--- config.mk ---
export PLATFORM = sky130hd
export DESIGN_NAME = tpat_gen
export DESIGN_NICKNAME = d
export VERILOG_FILES = /design/src/rtl/tpat_pkg.sv /design/src/rtl/tpat_fb.sv /design/src/rtl/tpat_zrun.sv /design/src/rtl/tpat_gen.sv
export SDC_FILE = /design/constraint.sdc
export NUM_CORES = 1
export LEC_CHECK = 0
export BUFFER_PORTS_ARGS = -buffer_cell sky130_fd_sc_hd__buf_2
export CORE_MARGIN = 2
export CORE_UTILIZATION = 50
export DETAILED_ROUTE_END_ITERATION = 12
export PLACE_DENSITY_LB_ADDON = 0.25
export SLEW_MARGIN = 0
export SYNTH_ARGS = -nofsm -noshare
export SYNTH_HDL_FRONTEND = slang
export SYNTH_SLANG_ARGS = --single-unit
--- constraint.sdc ---
create_clock -name clk -period 2.3 [get_ports clk]
set_clock_uncertainty 0.1 [all_clocks]
set_input_delay 0.23 -clock clk [delete_from_list [all_inputs] [get_ports clk]]
set_output_delay 0.23 -clock clk [all_outputs]
set_load 0.01 [all_outputs]
--- src/rtl/tpat_pkg.sv ---
package tpat_pkg;

    typedef enum logic [1:0] {
        PM_PRBS     = 2'b00,
        PM_REPEAT   = 2'b01,
        PM_QRSS     = 2'b10,
        PM_PRBS_ALT = 2'b11
    } pmode_e;

    typedef enum logic {
        ST_IDLE = 1'b0,
        ST_RUN  = 1'b1
    } gstate_e;

    // Fixed quasi-random taps, numbered from 1
    localparam int QR_TAP_A = 17;
    localparam int QR_TAP_B = 20;

endpackage

--- src/rtl/tpat_fb.sv ---
module tpat_fb
    import tpat_pkg::*;
#(
    parameter int W  = 32,
    parameter int TW = $clog2(W)
) (
    input  logic [W-1:0]  shreg_i,
    input  pmode_e        mode_i,
    input  logic [TW-1:0] tap_n_i,
    input  logic [TW-1:0] tap_y_i,
    output logic          raw_fb_o
);

    logic sel_n;
    logic sel_y;
    logic qr_fb;
    logic low_zero;

    always_comb begin
        sel_n    = shreg_i[tap_n_i];
        sel_y    = shreg_i[tap_y_i];
        qr_fb    = shreg_i[QR_TAP_A-1] ^ shreg_i[QR_TAP_B-1];
        low_zero = ~|shreg_i[W-2:0];
    end

    always_comb begin
        unique case (mode_i)
            PM_REPEAT: raw_fb_o = sel_n;
            PM_QRSS:   raw_fb_o = qr_fb | low_zero;
            default:   raw_fb_o = (sel_n ^ sel_y) | low_zero;
        endcase
    end

endmodule

--- src/rtl/tpat_zrun.sv ---
module tpat_zrun #(
    parameter int W   = 32,
    parameter int RUN = 14
) (
    input  logic [W-1:0] shreg_i,
    input  logic         raw_fb_i,
    input  logic         active_i,
    output logic         out_bit_o
);

    logic hist_zero;

    generate
        if (RUN > 1) begin : g_hist
            assign hist_zero = ~|shreg_i[RUN-2:0];
        end else begin : g_nohist
            assign hist_zero = 1'b1;
        end
    endgenerate

    assign out_bit_o = raw_fb_i | (active_i & hist_zero);

endmodule

--- src/rtl/tpat_gen.sv ---
module tpat_gen
    import tpat_pkg::*;
#(
    parameter int W    = 32,
    parameter int RUN  = 14,
    parameter int TW   = $clog2(W)
) (
    input  logic          clk,
    input  logic          rst_n,
    input  logic [1:0]    mode_i,
    input  logic [TW-1:0] tap_n_i,
    input  logic [TW-1:0] tap_y_i,
    input  logic [W-1:0]  seed_i,
    input  logic          load_i,
    input  logic          bit_en_i,
    output logic          bit_o,
    output logic          bit_vld_o
);

    localparam int CW = $clog2(RUN + 1) + 1;

    gstate_e       state_q;
    gstate_e       state_d;
    logic [W-1:0]  shreg_q;
    pmode_e        mode;
    logic          raw_fb;
    logic          out_bit;
    logic          do_shift;

    assign mode     = pmode_e'(mode_i);
    assign do_shift = (state_q == ST_RUN) && bit_en_i && !load_i;

    tpat_fb #(.W(W), .TW(TW)) u_fb (
        .shreg_i  (shreg_q),
        .mode_i   (mode),
        .tap_n_i  (tap_n_i),
        .tap_y_i  (tap_y_i),
        .raw_fb_o (raw_fb)
    );

    tpat_zrun #(.W(W), .RUN(RUN)) u_zrun (
        .shreg_i   (shreg_q),
        .raw_fb_i  (raw_fb),
        .active_i  (mode == PM_QRSS),
        .out_bit_o (out_bit)
    );

    // Next state
    always_comb begin
        state_d = state_q;
        unique case (state_q)
            ST_IDLE: if (load_i) state_d = ST_RUN;
            ST_RUN:  state_d = ST_RUN;
            default: state_d = ST_IDLE;
        endcase
    end

    // State register
    always_ff @(posedge clk or negedge rst_n) begin
        if (!rst_n) state_q <= ST_IDLE;
        else        state_q <= state_d;
    end

    // Datapath and outputs
    always_ff @(posedge clk or negedge rst_n) begin
        if (!rst_n) begin
            shreg_q   <= '0;
            bit_o     <= 1'b0;
            bit_vld_o <= 1'b0;
        end else begin
            bit_vld_o <= 1'b0;
            unique case (state_q)
                ST_IDLE: begin
                    if (load_i) shreg_q <= seed_i;
                end
                ST_RUN: begin
                    if (load_i) begin
                        shreg_q <= seed_i;
                    end else if (bit_en_i) begin
                        shreg_q   <= {shreg_q[W-2:0], raw_fb};
                        bit_o     <= out_bit;
                        bit_vld_o <= 1'b1;
                    end
                end
                default: shreg_q <= shreg_q;
            endcase
        end
    end

    // Zero-run observer for the quasi-random check
    logic [CW-1:0] zcnt_q;
    always_ff @(posedge clk or negedge rst_n) begin
        if (!rst_n)                       zcnt_q <= '0;
        else if (load_i || mode != PM_QRSS) zcnt_q <= '0;
        else if (do_shift)                zcnt_q <= out_bit ? '0 : zcnt_q + 1'b1;
    end

    a_r1_idle_quiet: assert property (@(posedge clk) disable iff (!rst_n)
        (state_q == ST_IDLE) |-> (!bit_vld_o && !bit_o));

    a_r3_load_wins: assert property (@(posedge clk) disable iff (!rst_n)
        load_i |=> (!bit_vld_o && shreg_q == $past(seed_i) && state_q == ST_RUN));

    a_r4_shift: assert property (@(posedge clk) disable iff (!rst_n)
        do_shift |=> (bit_vld_o && shreg_q[W-1:1] == $past(shreg_q[W-2:0])));

    a_r5_hold: assert property (@(posedge clk) disable iff (!rst_n)
        (!load_i && !bit_en_i) |=> (!bit_vld_o && $stable(shreg_q) && $stable(bit_o)));

    a_r9_lockup: assert property (@(posedge clk) disable iff (!rst_n)
        (do_shift && mode != PM_REPEAT && shreg_q[W-2:0] == '0) |=> (bit_o && shreg_q[0]));

    a_r10_zero_run: assert property (@(posedge clk) disable iff (!rst_n)
        zcnt_q <= CW'(RUN - 1));

endmodule

# Yosys cells after proc, flatten, opt, wreduce, memory -nomap -nowiden
# Index checks and enable logic that the tools add are counted.
[word_totals]
input_bits = 48
ff_bits = 35
out_inout_bits = 2
[classes]
n_bitwise = 8
n_eq_ne = 4
magnitude_cmp = 2
reduce_logical = 6
mux = 14
[op_table]
columns = ["operator", "count"]
rows = [
  ["$mux W32", 3],
  ["$pmux W32 S2", 1],
  ["$reduce_or A31 Y1", 1],
  ["$reduce_or A13 Y1", 1],
  ["$lt A5 B6 Y1 const B", 2],
  ["$bmux W1 S5", 2],
  ["$mux W1", 6],
  ["$pmux W1 S2", 2],
  ["$ne A3 B3 Y1 const B", 1],
  ["$or A1 B1 Y1", 3],
  ["$reduce_and A3 Y1", 1],
  ["$eq A2 B1 Y1 const B", 1],
  ["$eq A2 B2 Y1 const B", 1],
  ["$logic_not A1 Y1", 2],
  ["$ne A2 B2 Y1 const B", 1],
  ["$not A1 Y1", 2],
  ["$reduce_and A2 Y1", 1],
  ["$xor A1 B1 Y1", 2],
  ["$and A1 B1 Y1", 1],
]

# Longest topological paths before layout
[depth]
depth_word = 8
depth_mapped = 8
mapped_depth_nobuf = 6

# Modules after synthesis
# Synthesis repeated with hierarchy kept, for this count alone.
[hier_totals]
hier_cells = 293
area_unflattened_um2 = 2877.8
[modules_own_cells]
columns = ["module", "cells_per_inst", "seq_area_each_um2", "area_per_inst_um2", "n_inst"]
rows = [
  ["tpat_gen", 191, 875.8, 2069.5, 1],
  ["tpat_fb", 97, 0.0, 760.7, 1],
  ["tpat_zrun", 5, 0.0, 47.5, 1],
]

# Worst setup path after synthesis
# OpenSTA, ideal clock, no wires.
[synth_path]
path_type = "register -> register"
start = "register shreg_q[21]"
end = "register bit_o"
synth_period_minus_slack_ps = 2094
slack_ps = 206
setup_ps = 82
t_arrival_ps = 1912
path_buffers = 0
path_stages_with_launch = 6
cell_sequence = "dfrtp_1 or4_1 or4_1 o221ai_2 and2b_4 a22oi_2"
[synth_between]
elab_chain_len = 6
[synth_lines]
columns = ["item", "line_no", "rtl"]
rows = [
  ["start, declared", "tpat_gen.sv:24", "logic [W-1:0] shreg_q;"],
  ["start signal, assigned", "tpat_gen.sv:74", "if (load_i) shreg_q <= seed_i;"],
  ["start signal, assigned", "tpat_gen.sv:78", "shreg_q <= seed_i;"],
  ["start signal, assigned", "tpat_gen.sv:80", "shreg_q <= {shreg_q[W-2:0], raw_fb};"],
  ["$bmux W1 S5, on equally long branches", "tpat_fb.sv:20, tpat_fb.sv:21", ""],
  ["$mux W1, on equally long branches", "tpat_fb.sv:20, tpat_fb.sv:21", ""],
  ["$xor A1 B1 Y1", "tpat_fb.sv:30", "default: raw_fb_o = (sel_n ^ sel_y) | low_zero;"],
  ["$or A1 B1 Y1", "tpat_fb.sv:30", ""],
  ["$pmux W1 S2 (*)", "tpat_fb.sv:27", "unique case (mode_i)"],
  ["$or A1 B1 Y1 (*)", "tpat_zrun.sv:21", "assign out_bit_o = raw_fb_i | (active_i & hist_zero);"],
  ["end signal, assigned", "tpat_gen.sv:81", "bit_o <= out_bit;"],
  ["end, declared", "tpat_gen.sv:16", "output logic bit_o,"],
]
# Every way passes the cells marked *; elsewhere a longest branch is shown, timed or not. The select of a mux whose other input is x is not followed.
# A chain may end at the register's enable or synchronous reset.

# Final worst setup path
# Same ends and word-level chain as after synthesis.

==> metrics <==
Chip Height=71.75 microns; CTS max path bufs=2; Clock Pin Slew Worst Setup and Hold Paths=~70 ps; sequential area share after synthesis=38.17%; YS warnings=0; Critical Path Sink Type=register; CP arrival=about 2300 ps; Yosys top cell by area=dfrtp_1; Area Overhead vs Synth=18.10%; GR Layer Usage met2=33.74%; Pins Over Slew Limit=0; port bufs=between 40 and 50; post-synthesis register bit count=35; Fillers=407; status=finished, final reports clean; Num CTS Buffers=5; switching power=0.5041 mW; DP Worst Slack=94.09 ps; CTS tree=done; post-DP HPWL=3.854 mm; nets=333; wirelength, routed=5.383 mm; largest cells by area after synthesis=dfrtp_1, mux2i_1, o21ai_0, nand2_1, mux4_2; mapped cell area=2295 sq um; Flop pwr share=47.1%; R2R cell count=5; total track usage=23.10%; clk_lat worst skew=290 ps; Leak Pwr=1.272 nW; Std-Cell Rows=24; Ant. Diodes=0; relative slew slack=48.68%; M3 GR Usage=between 2 and 3%; worst hold path class=primary input to register; Remaining DRCs=0; Initial Util=between 50% and 60%; Clock power frac=29.9%; post-route setup TNS=0 ps; Data required, critical path=between 2000 and 2500 ps; grt met1 use=35.04%; crit path max fanout=5; Avg Vias per Cell=5.837; core area=4384 sq um; fmax=448.5 MHz; initial antenna violation count=0; largest net degree at the start of global routing=46; wire per inst=around 16 microns; clock root buffer master=clkbuf_8; post-CTS setup buffer count=0; Hold Crit Depth=3; logic gate share of total power=23.0%; peak supply drop=0.0003435 V; Worst Slack Setup Final=70.17 ps; Die W=71.75 microns; Worst R2R Setup Slack=70 ps; number of global-route vias before repair=1878; most frequent cells in the layout=mux2i_1, buf_2, nand2_1, dfrtp_1, o21ai_0; post-synthesis cell count=240; startpoint class of the critical path=register; WS Path Type=register to register; max cap viols=0; die area=5147 sq um; syn nets=288; 1st-iter DRT viols=167; Final ANT Viol Nets=0; H-tree levels=2; detailed-route via count=1973; first-pass GRT wire length=about 9.2 mm; share of layout cells above drive strength 1=25.17%; total power=1.651 mW; crit path time final=~2200 ps; Sw Ratio=between 30% and 40%; I/O pin total=50; clock sink count=35; RePlAce Congestion=0.8639; pwr/cell area=609.0 nW/um^2; GR peak layer=met1; final period utilization=96.95%; final setup violation count=0; P_int=1.146 mW; Pre-Repair DR Iteration Count=5; Synth cell types=32; Worst-Margin Slew=about 770 ps; Mapped Avg Cell Area=9.561 sq um; Overflow after GRT=0; Hold Fails Final Rpt=0; commonest non-fill, non-tap cell in the layout=mux2i_1; top cell type's share of synthesized area=38.17%
==> power groups by stage <==
stage | registers, mW | clock network (mW) | logic, mW
after floorplan | 0.757 | 0 | 0.255
after global placement | 0.782 | 0 | 0.362
after detailed placement | 0.786 | 0 | 0.368
after CTS | 0.774 | 0.492 | 0.373
after global routing | 0.789 | 0.527 | 0.428
final | 0.778 | 0.493 | 0.380
==> final cells by class <==
type | count | area [sq um] | area share (%)
clock buffer | 8 | 100.1 | 3.693
inverter | 2 | 7.507 | 0.2770
multi-input combinational | 188 | 1371 | 50.60
sequential | 35 | 875.8 | 32.32
tap | 52 | 65.06 | 2.401
timing repair buffer | 53 | 290.3 | 10.71
==> cells in the mapped netlist, drive strengths merged <==
cell type,count
dfrtp,35
o211ai,1
or4,2
o311ai,2
clkbuf,8
a22oi,9
and2,1
a211oi,1
mux4,4
nor2b,6
o221ai,2
o2111ai,2
xnor2,2
inv,2
and2b,1
nor3,1
nor4,5
a21oi,3
nand3,4
a311oi,1
nor2,6
buf,7
or2,1
nand2b,5
mux2,2
mux2i,53
o21ai,33
nand2,37
nand4,3
a31oi,1
==> path summary, 6_finish.rpt <==
check,start,endpoint
worst max-delay path,shreg_q[21],bit_o
worst min-delay path,seed_i[24],shreg_q[24]
worst max register to register,shreg_q[21],bit_o
worst min register to register,state_q,state_q
max in group asynchronous,rst_n,shreg_q[15]
min in group asynchronous,rst_n,shreg_q[31]
==> kinds of logic (layout without fill, tap and decap cells) <==
kind of cell | count (synthesis) | in the layout | share of synthesized area (%)
compound gates | 55 | 55 | 15.16
flops | 35 | 35 | 38.17
mux | 59 | 59 | 28.03
buf+inv | 17 | 63 | 2.944
simple gates | 72 | 72 | 14.94
xor+xnor | 2 | 2 | 0.7635
==> worst max-delay path: stages (launching register included) <==
cell      delay, ps
dfrtp_1         430
or4_1           540
or4_4           500
o221ai_4        230
and2b_4         220
a22oi_2         140
==> per-stage QoR <==
step           std cells  area (sq um)  util, %  hold slack [ps]
6_report             338          2710    61.82            40.30
5_1_grt              338          2710    61.82            51.17
4_1_cts              338          2690    61.36            44.19
3_5_place_dp         329          2580    58.85            253.9
3_3_place_gp         329          2580    58.85            252.2
2_1_floorplan        240          2295        -           -165.6
==> state kept, by name, indices dropped and copies added (netlist names) <==
name / flops
bit_vld_o: 1
shreg_q: 32
bit_o: 1
state_q: 1
==> routing by layer <==
metal,wire [microns],vias to the layer above
met3,246,11
met1,2672,931
met5,0,-
met2,2365,58
li1,-,973
met4,99,0
==> repair_timing <==
| action | CTS | global route |
|---|---|---|
| hold endpoints to repair | 35 | 0 |
| hold buffers | 1 | 0 |
| resized for setup | 0 | 3 |
| endpoints found under the setup margin | 0 | 2 |
Note: power is estimated with default switching activity, not from simulation.
